--- src/rtl/pipe_ilk_pkg.sv ---
package pipe_ilk_pkg;
  localparam int unsigned DEF_NSTG = 5;
  localparam int unsigned DEF_RW   = 5;
  localparam int unsigned STG_IF   = 0;
  localparam int unsigned STG_ID   = 1;
endpackage

--- src/rtl/pipe_ilk_raw.sv ---
module pipe_ilk_raw #(
  parameter int unsigned NPROD = 2,
  parameter int unsigned RW    = 5
) (
  input  logic                      cons_valid_i,
  input  logic [RW-1:0]             rd_a_i,
  input  logic [RW-1:0]             rd_b_i,
  input  logic [NPROD-1:0]          prod_valid_i,
  input  logic [NPROD-1:0]          prod_wen_i,
  input  logic [NPROD-1:0][RW-1:0]  prod_reg_i,
  output logic                      hit_o
);
  logic [NPROD-1:0] match;

  for (genvar k = 0; k < NPROD; k++) begin : g_prod
    logic live;
    assign live     = prod_valid_i[k] && prod_wen_i[k] && (prod_reg_i[k] != '0);
    assign match[k] = live && ((prod_reg_i[k] == rd_a_i) || (prod_reg_i[k] == rd_b_i));
  end

  assign hit_o = cons_valid_i && (|match);
endmodule

--- src/rtl/pipe_ilk_arb.sv ---
module pipe_ilk_arb #(
  parameter int unsigned NSTG = 5
) (
  input  logic [NSTG-1:0] req_i,
  output logic [NSTG-1:0] deny_o
);
  logic older;

  // higher index = older instruction = higher priority
  always_comb begin
    older = 1'b0;
    for (int s = NSTG - 1; s >= 0; s--) begin
      deny_o[s] = req_i[s] && older;
      older     = older || req_i[s];
    end
  end
endmodule

--- src/rtl/pipe_ilk_chain.sv ---
module pipe_ilk_chain #(
  parameter int unsigned NSTG = 5
) (
  input  logic [NSTG-1:0] hold_i,
  output logic [NSTG-1:0] stall_o,
  output logic [NSTG-1:0] bubble_o
);
  logic acc;

  always_comb begin
    acc = 1'b0;
    for (int s = NSTG - 1; s >= 0; s--) begin
      acc        = acc || hold_i[s];
      stall_o[s] = acc;
    end
  end

  always_comb begin
    bubble_o[0] = 1'b0;
    for (int s = 1; s < NSTG; s++) begin
      bubble_o[s] = stall_o[s-1] && !stall_o[s];
    end
  end
endmodule

--- src/rtl/pipe_interlock.sv ---
module pipe_interlock
  import pipe_ilk_pkg::*;
#(
  parameter int unsigned NSTG = DEF_NSTG,
  parameter int unsigned RW   = DEF_RW
) (
  input  logic                       clk_i,
  input  logic                       rst_ni,
  input  logic [NSTG-1:0]            valid_i,
  input  logic [NSTG-1:0]            mem_req_i,
  input  logic [RW-1:0]              rd_a_i,
  input  logic [RW-1:0]              rd_b_i,
  input  logic [NSTG-4:0]            wr_en_i,
  input  logic [NSTG-4:0][RW-1:0]    wr_reg_i,
  output logic [NSTG-1:0]            stall_o,
  output logic [NSTG-1:0]            bubble_o
);
  localparam int unsigned NPROD  = NSTG - 3;
  localparam int unsigned P_LO   = STG_ID + 1;
  localparam int unsigned STG_WB = NSTG - 1;

  logic [NSTG-1:0] port_req, port_deny, hold;
  logic            raw_hit;

  assign port_req = valid_i & mem_req_i;

  pipe_ilk_arb #(.NSTG(NSTG)) u_arb (
    .req_i  (port_req),
    .deny_o (port_deny)
  );

  // write-back excluded: register file writes before decode reads
  pipe_ilk_raw #(.NPROD(NPROD), .RW(RW)) u_raw (
    .cons_valid_i (valid_i[STG_ID]),
    .rd_a_i       (rd_a_i),
    .rd_b_i       (rd_b_i),
    .prod_valid_i (valid_i[P_LO +: NPROD]),
    .prod_wen_i   (wr_en_i),
    .prod_reg_i   (wr_reg_i),
    .hit_o        (raw_hit)
  );

  always_comb begin
    hold         = port_deny;
    hold[STG_ID] = port_deny[STG_ID] || raw_hit;
  end

  pipe_ilk_chain #(.NSTG(NSTG)) u_chain (
    .hold_i   (hold),
    .stall_o  (stall_o),
    .bubble_o (bubble_o)
  );

  p_raw_holds_r4: assert property (@(posedge clk_i) disable iff (!rst_ni)
    raw_hit |-> (stall_o[STG_ID] && stall_o[STG_IF]));

  p_fetch_yields_r2: assert property (@(posedge clk_i) disable iff (!rst_ni)
    (port_req[STG_IF] && (|port_req[NSTG-1:1])) |-> stall_o[STG_IF]);

  p_one_port_user_r3: assert property (@(posedge clk_i) disable iff (!rst_ni)
    $onehot0(port_req & ~stall_o));

  p_wb_free_r8: assert property (@(posedge clk_i) disable iff (!rst_ni)
    !stall_o[STG_WB]);

  p_idle_quiet_r1: assert property (@(posedge clk_i) disable iff (!rst_ni)
    (valid_i == '0) |-> ((stall_o == '0) && (bubble_o == '0)));

  for (genvar s = 0; s < NSTG - 1; s++) begin : g_chk
    p_chain_r8: assert property (@(posedge clk_i) disable iff (!rst_ni)
      stall_o[s+1] |-> stall_o[s]);
    p_bubble_fetch_r9: assert property (@(posedge clk_i) disable iff (!rst_ni)
      bubble_o[s+1] |-> stall_o[STG_IF]);
  end
endmodule

--- config.mk ---
export PLATFORM = sky130hd
export DESIGN_NAME = pipe_interlock
export DESIGN_NICKNAME = d
export VERILOG_FILES = /design/src/rtl/pipe_ilk_pkg.sv /design/src/rtl/pipe_ilk_raw.sv /design/src/rtl/pipe_ilk_arb.sv /design/src/rtl/pipe_ilk_chain.sv /design/src/rtl/pipe_interlock.sv
export SDC_FILE = /design/constraint.sdc
export NUM_CORES = 1
export LEC_CHECK = 0
export BUFFER_PORTS_ARGS = -buffer_cell sky130_fd_sc_hd__buf_2
export CELL_PAD_IN_SITES_DETAIL_PLACEMENT = 1
export CELL_PAD_IN_SITES_GLOBAL_PLACEMENT = 1
export CORE_AREA = 2 2 50 52
export DETAILED_ROUTE_END_ITERATION = 16
export DIE_AREA = 0 0 52 54
export GPL_TIMING_DRIVEN = 0
export MAX_ROUTING_LAYER = met4
export PLACE_DENSITY = 0.75
export SLEW_MARGIN = 10
export SYNTH_ARGS = -nofsm -noshare
export SYNTH_HDL_FRONTEND = slang
export SYNTH_HIERARCHICAL = 1
export SYNTH_SLANG_ARGS = --single-unit
--- constraint.sdc ---
create_clock -name vclk -period 1.6
set_input_delay 0.08 -clock vclk [all_inputs]
set_output_delay 0.08 -clock vclk [all_outputs]
set_load 0.01 [all_outputs]
# --- Word-level counts from Yosys, hierarchy flattened ---
# Index checks and enable logic that the tools add are counted.
classes:
  reduce_logical: 29
  eq_ne: 4
  n_bitwise: 1
op_table:
  columns: ["op", "count"]
  rows:
  - ["5-bit == test", 4]
  - ["1-bit logical AND", 14]
  - ["5-bit nonzero test", 2]
  - ["1-bit logical OR", 9]
  - ["5-bit AND", 1]
  - ["1-bit zero test", 3]
  - ["2-bit OR reduction", 1]
word_totals:
  output_inout_bits: 10
  wordCells: 34
  in_bits: 34
  register_bits: 0

# --- Logic depth before layout (Yosys ltp) ---
# Gate-level depths: netlist (run 1).
logic_depth:
  ltp_word: 9
  depth_mapped: 8
  mapped_depth_nobuf: 7

# --- Hierarchy ---
# Netlist (run 1), hierarchy kept.
modules_own_cells:
  columns: ["mod", "cells_each", "seq_area_each_um2", "area_each_um2", "instances"]
  rows:
  - ["pipe_ilk_raw", 35, 0.0, 264.0, 1]
  - ["pipe_ilk_chain", 15, 0.0, 96.3, 1]
  - ["pipe_ilk_arb", 6, 0.0, 47.5, 1]
  - ["pipe_interlock", 6, 0.0, 37.5, 1]

# --- Least setup slack after synthesis (run 1) ---
# Ideal clock, no wire load.
synth_path:
  kind: "input to output"
  startpoint: "in wr_reg_i[6] (netlist bit)"
  endpoint: "out stall_o[0]"
  slack_ps: -49
  n_path_buf: 1
  required_time_ps: 1520
  t_arrival_ps: 1569
  cell_stages: 7
  cell_sequence: "or4_1 -> o2111ai_1 -> o22ai_1 -> or2_1 -> nor4_2 -> nand2b_1 -> buf_4"
synth_via:
  elab_chain_cells: 8
  word_cells_on_any_way: 11
  classes_between: "2 x eq/ne; 9 x reduce/logical"
synth_lines:
  columns: ["item", "line", "source"]
  rows:
  - ["start: declaration", "pipe_interlock.sv:14", "input logic [NSTG-4:0][RW-1:0] wr_reg_i,"]
  - ["5-bit == test / 5-bit nonzero test (equally long branches)", "pipe_ilk_raw.sv:18, pipe_ilk_raw.sv:17", null]
  - ["1-bit logical OR / 1-bit logical AND (equally long branches)", "pipe_ilk_raw.sv:18, pipe_ilk_raw.sv:17", null]
  - ["1-bit logical AND (*)", "pipe_ilk_raw.sv:18", "assign match[k] = live && ((prod_reg_i[k] == rd_a_i) || (prod_reg_i[k] == rd_b_i));"]
  - ["2-bit OR reduction (*)", "pipe_ilk_raw.sv:21", "assign hit_o = cons_valid_i && (|match);"]
  - ["1-bit logical AND (*)", "pipe_ilk_raw.sv:21", null]
  - ["net raw_hit", "pipe_interlock.sv:23", "logic raw_hit;"]
  - ["1-bit logical OR (*)", "pipe_interlock.sv:45", "hold[STG_ID] = port_deny[STG_ID] || raw_hit;"]
  - ["net hold[1]", "pipe_interlock.sv:22", "logic [NSTG-1:0] port_req, port_deny, hold;"]
  - ["1-bit logical OR (*) (2 in series)", "pipe_ilk_chain.sv:13", "acc = acc || hold_i[s];"]
  - ["end: declaration", "pipe_interlock.sv:15", "output logic [NSTG-1:0] stall_o,"]
# The timed path passes the listed nets; every way through them passes the cells marked *.

# --- Worst setup path after layout (run 1) ---
layout_path:
  startpoint: "in wr_reg_i[7] (netlist bit)"
  endpoint: "out bubble_o[1]"
layout_via:
  elab_chain_cells: 9
  word_cells_on_any_way: 13
  classes_between: "2 x eq/ne; 11 x reduce/logical"
layout_lines:
  columns: ["item", "line", "source"]
  rows:
  - ["5-bit == test / 5-bit nonzero test (equally long branches)", "pipe_ilk_raw.sv:18, pipe_ilk_raw.sv:17", null]
  - ["1-bit logical OR / 1-bit logical AND (equally long branches)", "pipe_ilk_raw.sv:18, pipe_ilk_raw.sv:17", null]
  - ["1-bit logical AND (*)", "pipe_ilk_raw.sv:18", null]
  - ["2-bit OR reduction (*)", "pipe_ilk_raw.sv:21", null]
  - ["1-bit logical AND (*)", "pipe_ilk_raw.sv:21", null]
  - ["net raw_hit", "pipe_interlock.sv:23", null]
  - ["1-bit logical OR (*)", "pipe_interlock.sv:45", null]
  - ["net hold[1]", "pipe_interlock.sv:22", null]
  - ["1-bit logical OR (*)", "pipe_ilk_chain.sv:13", null]
  - ["1-bit logical OR / 1-bit zero test (equally long branches)", "pipe_ilk_chain.sv:13, pipe_ilk_chain.sv:21", null]
  - ["1-bit logical AND (*)", "pipe_ilk_chain.sv:21", "bubble_o[s] = stall_o[s-1] && !stall_o[s];"]
  - ["end: declaration", "pipe_interlock.sv:16", "output logic [NSTG-1:0] bubble_o"]
# Marked as above.

==> summary.md, run 1 <==
| Metric | Value |
|---|---|
| Clk pwr share | `0` |
| DP Worst Slack | `-0.439 ns` |
| GRT overflow | `0` |
| Yosys warns | `6` |
| Antenna-violating nets left | `0` |
| Routed WL | `1.53 mm` |
| WP data required | `~1.5 ns` |
| Final cycle utilization of the critical path | `1.17` |
| Clock buffers | `0` |
| Final TNS setup | `-0.735 ns` |
| Final worst slack | `-0.266 ns` |
| Final Max Tran Viols | `0` |
| Pleak | `roughly 0.00038 uW` |
| Die W | `52 um` |
| Min cycle time layout | `1.87 ns` |
| Final hold vios | `0` |
| Ant diodes | `0` |
| Vias | `~560` |
| Register share of total power | `0` |
| Final setup violation count | `4` |
| Hold path startpoint | `mem_req_i[0]` |
| CP Launch Type | `input port` |
| Cell breakdown of the critical path | `buf_8 > or4_4 > o2111ai_2 > o22ai_1 > or2_1 > nor4_4 > and2_1 > buf_2` |
| Most frequent cells in the layout | `buf_2 (35), xor2_1 (20), buf_4 (7)` |
| Status | `finished with violations` |
| Comb pwr share | `1.000` |
| Register area | `0 um^2` |
| PwrDens | `between 200 and 300 mW/mm^2` |
| Hold Buf Count CTS | `0` |
| RSZ-0062 raised after global routing | `yes` |
| Gr usage total | `0.111` |
| Drt drc | `0` |
| Top Ports | `44` |
| Share of cells above drive strength 1 | `0.543` |
| Max-cap violation count | `0` |
| Drt initial violations | `2` |
| Initial antenna violation count | `0` |
| Synth Instances | `62` |
| Slowest CP cell | `or4_4` |
| Die height | `54 um` |
| Int Pwr | `around 110 uW` |
| Sequential fraction of the synthesis area | `0` |
| Largest net degree at the start of global routing | `6` |
| Mean area per synthesized cell | `7.18 um^2` |
| Failing checks | `negative setup slack` |
| Average wire per standard cell | `about 11 um` |
| Drt via density | `about 4.2` |
| Die ar. | `0.00281 mm^2` |
| Crit path kind | `input port to output port` |
| Switching Share | `0.459` |
| Number of global-route vias before repair | `543` |
| GPL Wtd Cong | `0.772` |
| Max Fclk | `536 MHz` |
| Core Region | `0.00232 mm^2` |
| CP max stage delay | `about 0.52 ns` |
| Data arrival, critical path | `1.79 ns` |
| Delay-heaviest family, CP | `simple AND/OR/NAND/NOR gates` |
| CP startpoint | `wr_reg_i[7]` |
| DR pass1 iterations | `3` |
| HPWL Detailed | `1.39 mm` |
| Sw power | `89.3 uW` |
| Peak VDD IR | `0.0000922 V` |
| CP Capture Type | `output port` |
| # rows | `18` |
| Crit Path Max Fanout | `3` |
| Effective utilization at floorplan | `0.192` |
| Syn_nets | `96` |
| Seq_cells | `0` |
| Nets | `141` |
| # fillers | `305` |
| WP buf/inv | `2` |
| P&R area growth vs syn | `74.4%` |
| PortBufs | `40` |
| Leading cell type in the layout, fill and taps excluded | `buf_2` |
| First-pass GRT wire length | `between 2 and 2.5 mm` |
| HP Class | `input port to output port` |
| Unique masters post-synth | `21` |
| Post-synthesis cell area | `445 um^2` |
-- cells by family after synthesis --
| logic type | Yosys count | synth area share |
|---|---|---|
| compound gates | 8 | 0.152 |
| buf+inv | 7 | 0.0927 |
| other cells | 2 | 0.0169 |
| xor+xnor | 20 | 0.393 |
| simple gates | 25 | 0.346 |
-- tightest hold or removal path: stages --
cell and delay (ns):
buf_2 0.07, and2_1 0.11, o41a_1 0.14, nand2b_1 0.12
buf_6 0.10
-- worst paths after layout --
path          end  slack, ns  cells past startpoint
min    stall_o[0]       0.70                      5
max   bubble_o[1]      -0.27                      8
-- layer usage --
layer / share of wire / up-vias / GRT usage
met4: 0 / 0 / 0
li1: - / 290 / -
met2: 0.52 / 31 / 0.215
met1: 0.39 / 241 / 0.129
met3: 0.086 / 0 / 0.0111
met5: 0 / - / -
-- power groups by stage --
stage	clock network [uW]	registers [uW]	logic, uW
5_1_grt	0	0	213
3_5_place_dp	0	0	170
6_report	0	0	195
3_3_place_gp	0	0	165
2_1_floorplan	0	0	89.4
4_1_cts	0	0	187
-- cells in the mapped netlist --
library cell / number / share of area
a22oi_1: 2 / 0.034
and2_1: 6 / 0.084
and2_2: 1 / 0.017
buf_4: 4 / 0.067
conb_1: 2 / 0.017
inv_1: 3 / 0.025
nand2b_1: 1 / 0.014
nor2_1: 5 / 0.042
nor2_2: 1 / 0.014
nor2b_1: 1 / 0.014
nor3_1: 4 / 0.045
nor4_2: 1 / 0.028
o2111ai_1: 2 / 0.039
o21a_1: 1 / 0.017
o22ai_1: 1 / 0.014
o31a_2: 1 / 0.022
o41a_1: 1 / 0.025
or2_1: 2 / 0.028
or3_4: 1 / 0.025
or4_1: 2 / 0.034
xor2_1: 20 / 0.39
-- stage by stage --
| stage | hold WS [ns] | total power (uW) | util | instances | area [um^2] |
|---|---|---|---|---|---|
| after global routing | 0.772 | 213 | 0.335 | 135 | 777 |
| final | 0.704 | 195 | 0.335 | 135 | 777 |
| after detailed placement | 0.723 | 170 | 0.294 | 132 | 683 |
| after floorplan | 0.530 | 89.4 | - | 62 | 445 |
| after global placement | 0.727 | 165 | 0.294 | 132 | 683 |
| after CTS | 0.720 | 187 | 0.320 | 132 | 743 |
-- area by class of cell --
cell class | instances | area (um^2) | share of cell area
well taps | 30 | 37.5 | 0.0483
inverters | 3 | 11.3 | 0.0145
plain buffers | 3 | 22.5 | 0.0290
repair buffers | 44 | 273 | 0.351
multi-input cells | 55 | 433 | 0.557
-- what timing repair did --
| action | in CTS | in global routing |
|---|---|---|
| pin swaps | 9 | 6 |
| setup endpoints to repair | 4 | 4 |
| setup buffers | 1 | 3 |
| gates cloned | 0 | 0 |
| gates resized for setup | 14 | 4 |
(Power assumes the default switching activity.)
==> inputs of run 2 (changes only) <==
--- a/config.mk
+++ b/config.mk
@@ -5,15 +5,16 @@
 export SDC_FILE = /design/constraint.sdc
 export NUM_CORES = 1
 export LEC_CHECK = 0
+export ABC_AREA = 1
 export BUFFER_PORTS_ARGS = -buffer_cell sky130_fd_sc_hd__buf_2
 export CELL_PAD_IN_SITES_DETAIL_PLACEMENT = 1
 export CELL_PAD_IN_SITES_GLOBAL_PLACEMENT = 1
-export CORE_AREA = 2 2 50 52
+export CORE_AREA = 4 4 57 59
 export DETAILED_ROUTE_END_ITERATION = 16
-export DIE_AREA = 0 0 52 54
+export DIE_AREA = 0 0 61 63
 export GPL_TIMING_DRIVEN = 0
 export MAX_ROUTING_LAYER = met4
-export PLACE_DENSITY = 0.75
+export PLACE_DENSITY = 0.78
 export SLEW_MARGIN = 10
 export SYNTH_ARGS = -nofsm -noshare
 export SYNTH_HDL_FRONTEND = slang
==> summary.md, run 2 <==
| Metric | Value |
|---|---|
| Final hold vios | `0` |
| Ant diodes | `0` |
| Area of the multi-input gates | `428 um^2` |
| Register area | `0 um^2` |
| CP Capture Type | `output port` |
| GPL Wtd Cong | `0.805` |
| Crit Path Max Fanout | `4` |
| Antenna-violating nets left | `0` |
| Data arrival, critical path | `1.31 ns` |
| P&R area growth vs syn | `41.5%` |
| Final non-filler cell total | `204` |
| Top Ports | `44` |
| Synth Instances | `between 100 and 150` |
| Synth area leader | `nand2_1` |
| CP Launch Type | `input port` |
| Status | `complete, no violations` |
| Gr usage total | `0.101` |
| Die W | `61 um` |
| Peak VDD IR | `0.0000686 V` |
| Die height | `about 63 um` |
| Hold Buf Count CTS | `0` |
| Average wire per standard cell | `8.70 um` |
| Most frequent cells in the layout | `nand2_1 (50), buf_2 (40), inv_1 (34)` |
| Die ar. | `about 0.0038 mm^2` |
| Top cell type's share of synthesized area | `0.319` |
| Max-cap violation count | `0` |
| Final setup violation count | `0` |
| # rows | `19` |
| Vias | `slightly above 800` |
| Most common cell in the netlist | `nand2_1` |
| HPWL Detailed | `1.67 mm` |
| Initial antenna violation count | `0` |
| Clock buffers | `0` |
| Final cycle utilization of the critical path | `0.869` |
| # fillers | `418` |
| Share of cells above drive strength 1 | `0.306` |
| Routed WL | `1.78 mm` |
| Final Max Tran Viols | `0` |
| Mean area per synthesized cell | `4.42 um^2` |
| PortBufs | `40` |
| GRT overflow | `0` |
| Min Hold Slack | `0.644 ns` |
| Nets | `roughly 210` |
| Max Fclk | `719 MHz` |
| Placed cell count | `204` |
| Unique masters post-synth | `17` |
| Yosys warns | `6` |
| Min cycle time layout | `1.39 ns` |
| Post-synthesis cell area | `588 um^2` |
| Drt initial violations | `35` |
| Sequential fraction of the synthesis area | `0` |
| Drt via density | `3.99` |
| Core Region | `0.00271 mm^2` |
| Worst hold path depth | `8` |
| Area contributors post-synth | `nand2_1 (32%), inv_1 (22%), nor2_1 (10%)` |
| Number of global-route vias before repair | `approximately 800` |
| Largest net degree at the start of global routing | `5` |
| Syn_nets | `167` |
| Seq_cells | `0` |
| Pleak | `between 0.0006 and 0.0007 uW` |
| DR pass1 iterations | `3` |
| Crit path kind | `input port to output port` |
| WP data required | `between 1.5 and 2 ns` |
| Synth top cells by count | `nand2_1 (50), inv_1 (34), nor2_1 (16)` |
| Drt drc | `0` |
| Overall power | `just under 200 uW` |
| RSZ-0062 raised after global routing | `no` |
| Final TNS setup | `0 ns` |
| PwrDens | `234 mW/mm^2` |
| Leading cell type in the layout, fill and taps excluded | `nand2_1` |
| Effective utilization at floorplan | `0.217` |
| First-pass GRT wire length | `3.15 mm` |
| HP Class | `input port to output port` |
## run 2: cell count changes after synthesis, sizes merged, moves of 4 or more
cell   before  now
and2        7    0
inv         3   36
nand2       0   51
nand3       0   10
nor2        6   19
xnor2       0    4
xor2       20    2
## run 2: cells by family after synthesis
group / after synthesis / share of synthesized area
compound gates: 2 / 0.0234
xor+xnor: 6 / 0.0894
buf+inv: 40 / 0.281
other cells: 2 / 0.0128
simple gates: 83 / 0.594
## run 2: area by class of cell
cell class / instances / share of cell area
Tap cell: 31 / 0.0466
Inverter: 36 / 0.162
Timing Repair Buffer: 40 / 0.241
Buffer: 4 / 0.0361
Multi-Input combinational cell: 93 / 0.514
## run 2: power breakdown
part	internal, uW	switching (uW)
registers	0	0
clock network	0	0
logic	87.2	108
## run 2: what timing repair did
action,4_1_cts,5_1_grt
setup endpoints to repair,0,1
resized for setup,0,1
setup buffers,0,0
## run 2: worst max-delay path, cell delays in order
cell and delay, ns:
buf_2 0.13, nor3_1 0.22, nand3_1 0.10, nand3_1 0.08
inv_1 0.04, nand2_1 0.07, a21oi_2 0.05, inv_1 0.04
nand2_1 0.04, inv_1 0.09, nand4_1 0.10, buf_4 0.14
buf_2 0.13
## run 2: metal layers
layer,part of all wire,up-vias,global-route usage
met5,0,-,-
met4,0,0,0
met3,0.061,0,0
met2,0.47,21,0.174
met1,0.47,340,0.139
li1,-,452,-
## run 2: stage by stage
step,cell area (um^2),worst slack (ns),utilization
floorplan,588,0.569,-
global placement,827,0.133,0.305
detailed placement,827,0.160,0.305
CTS,827,0.152,0.305
global route,832,0.0494,0.307
finish,832,0.210,0.307
## run 2: path summary, 6_finish.rpt
kind,startpoint,end,slack [ns]
min,mem_req_i[0],bubble_o[1],0.64
max,wr_reg_i[4],stall_o[0],0.21
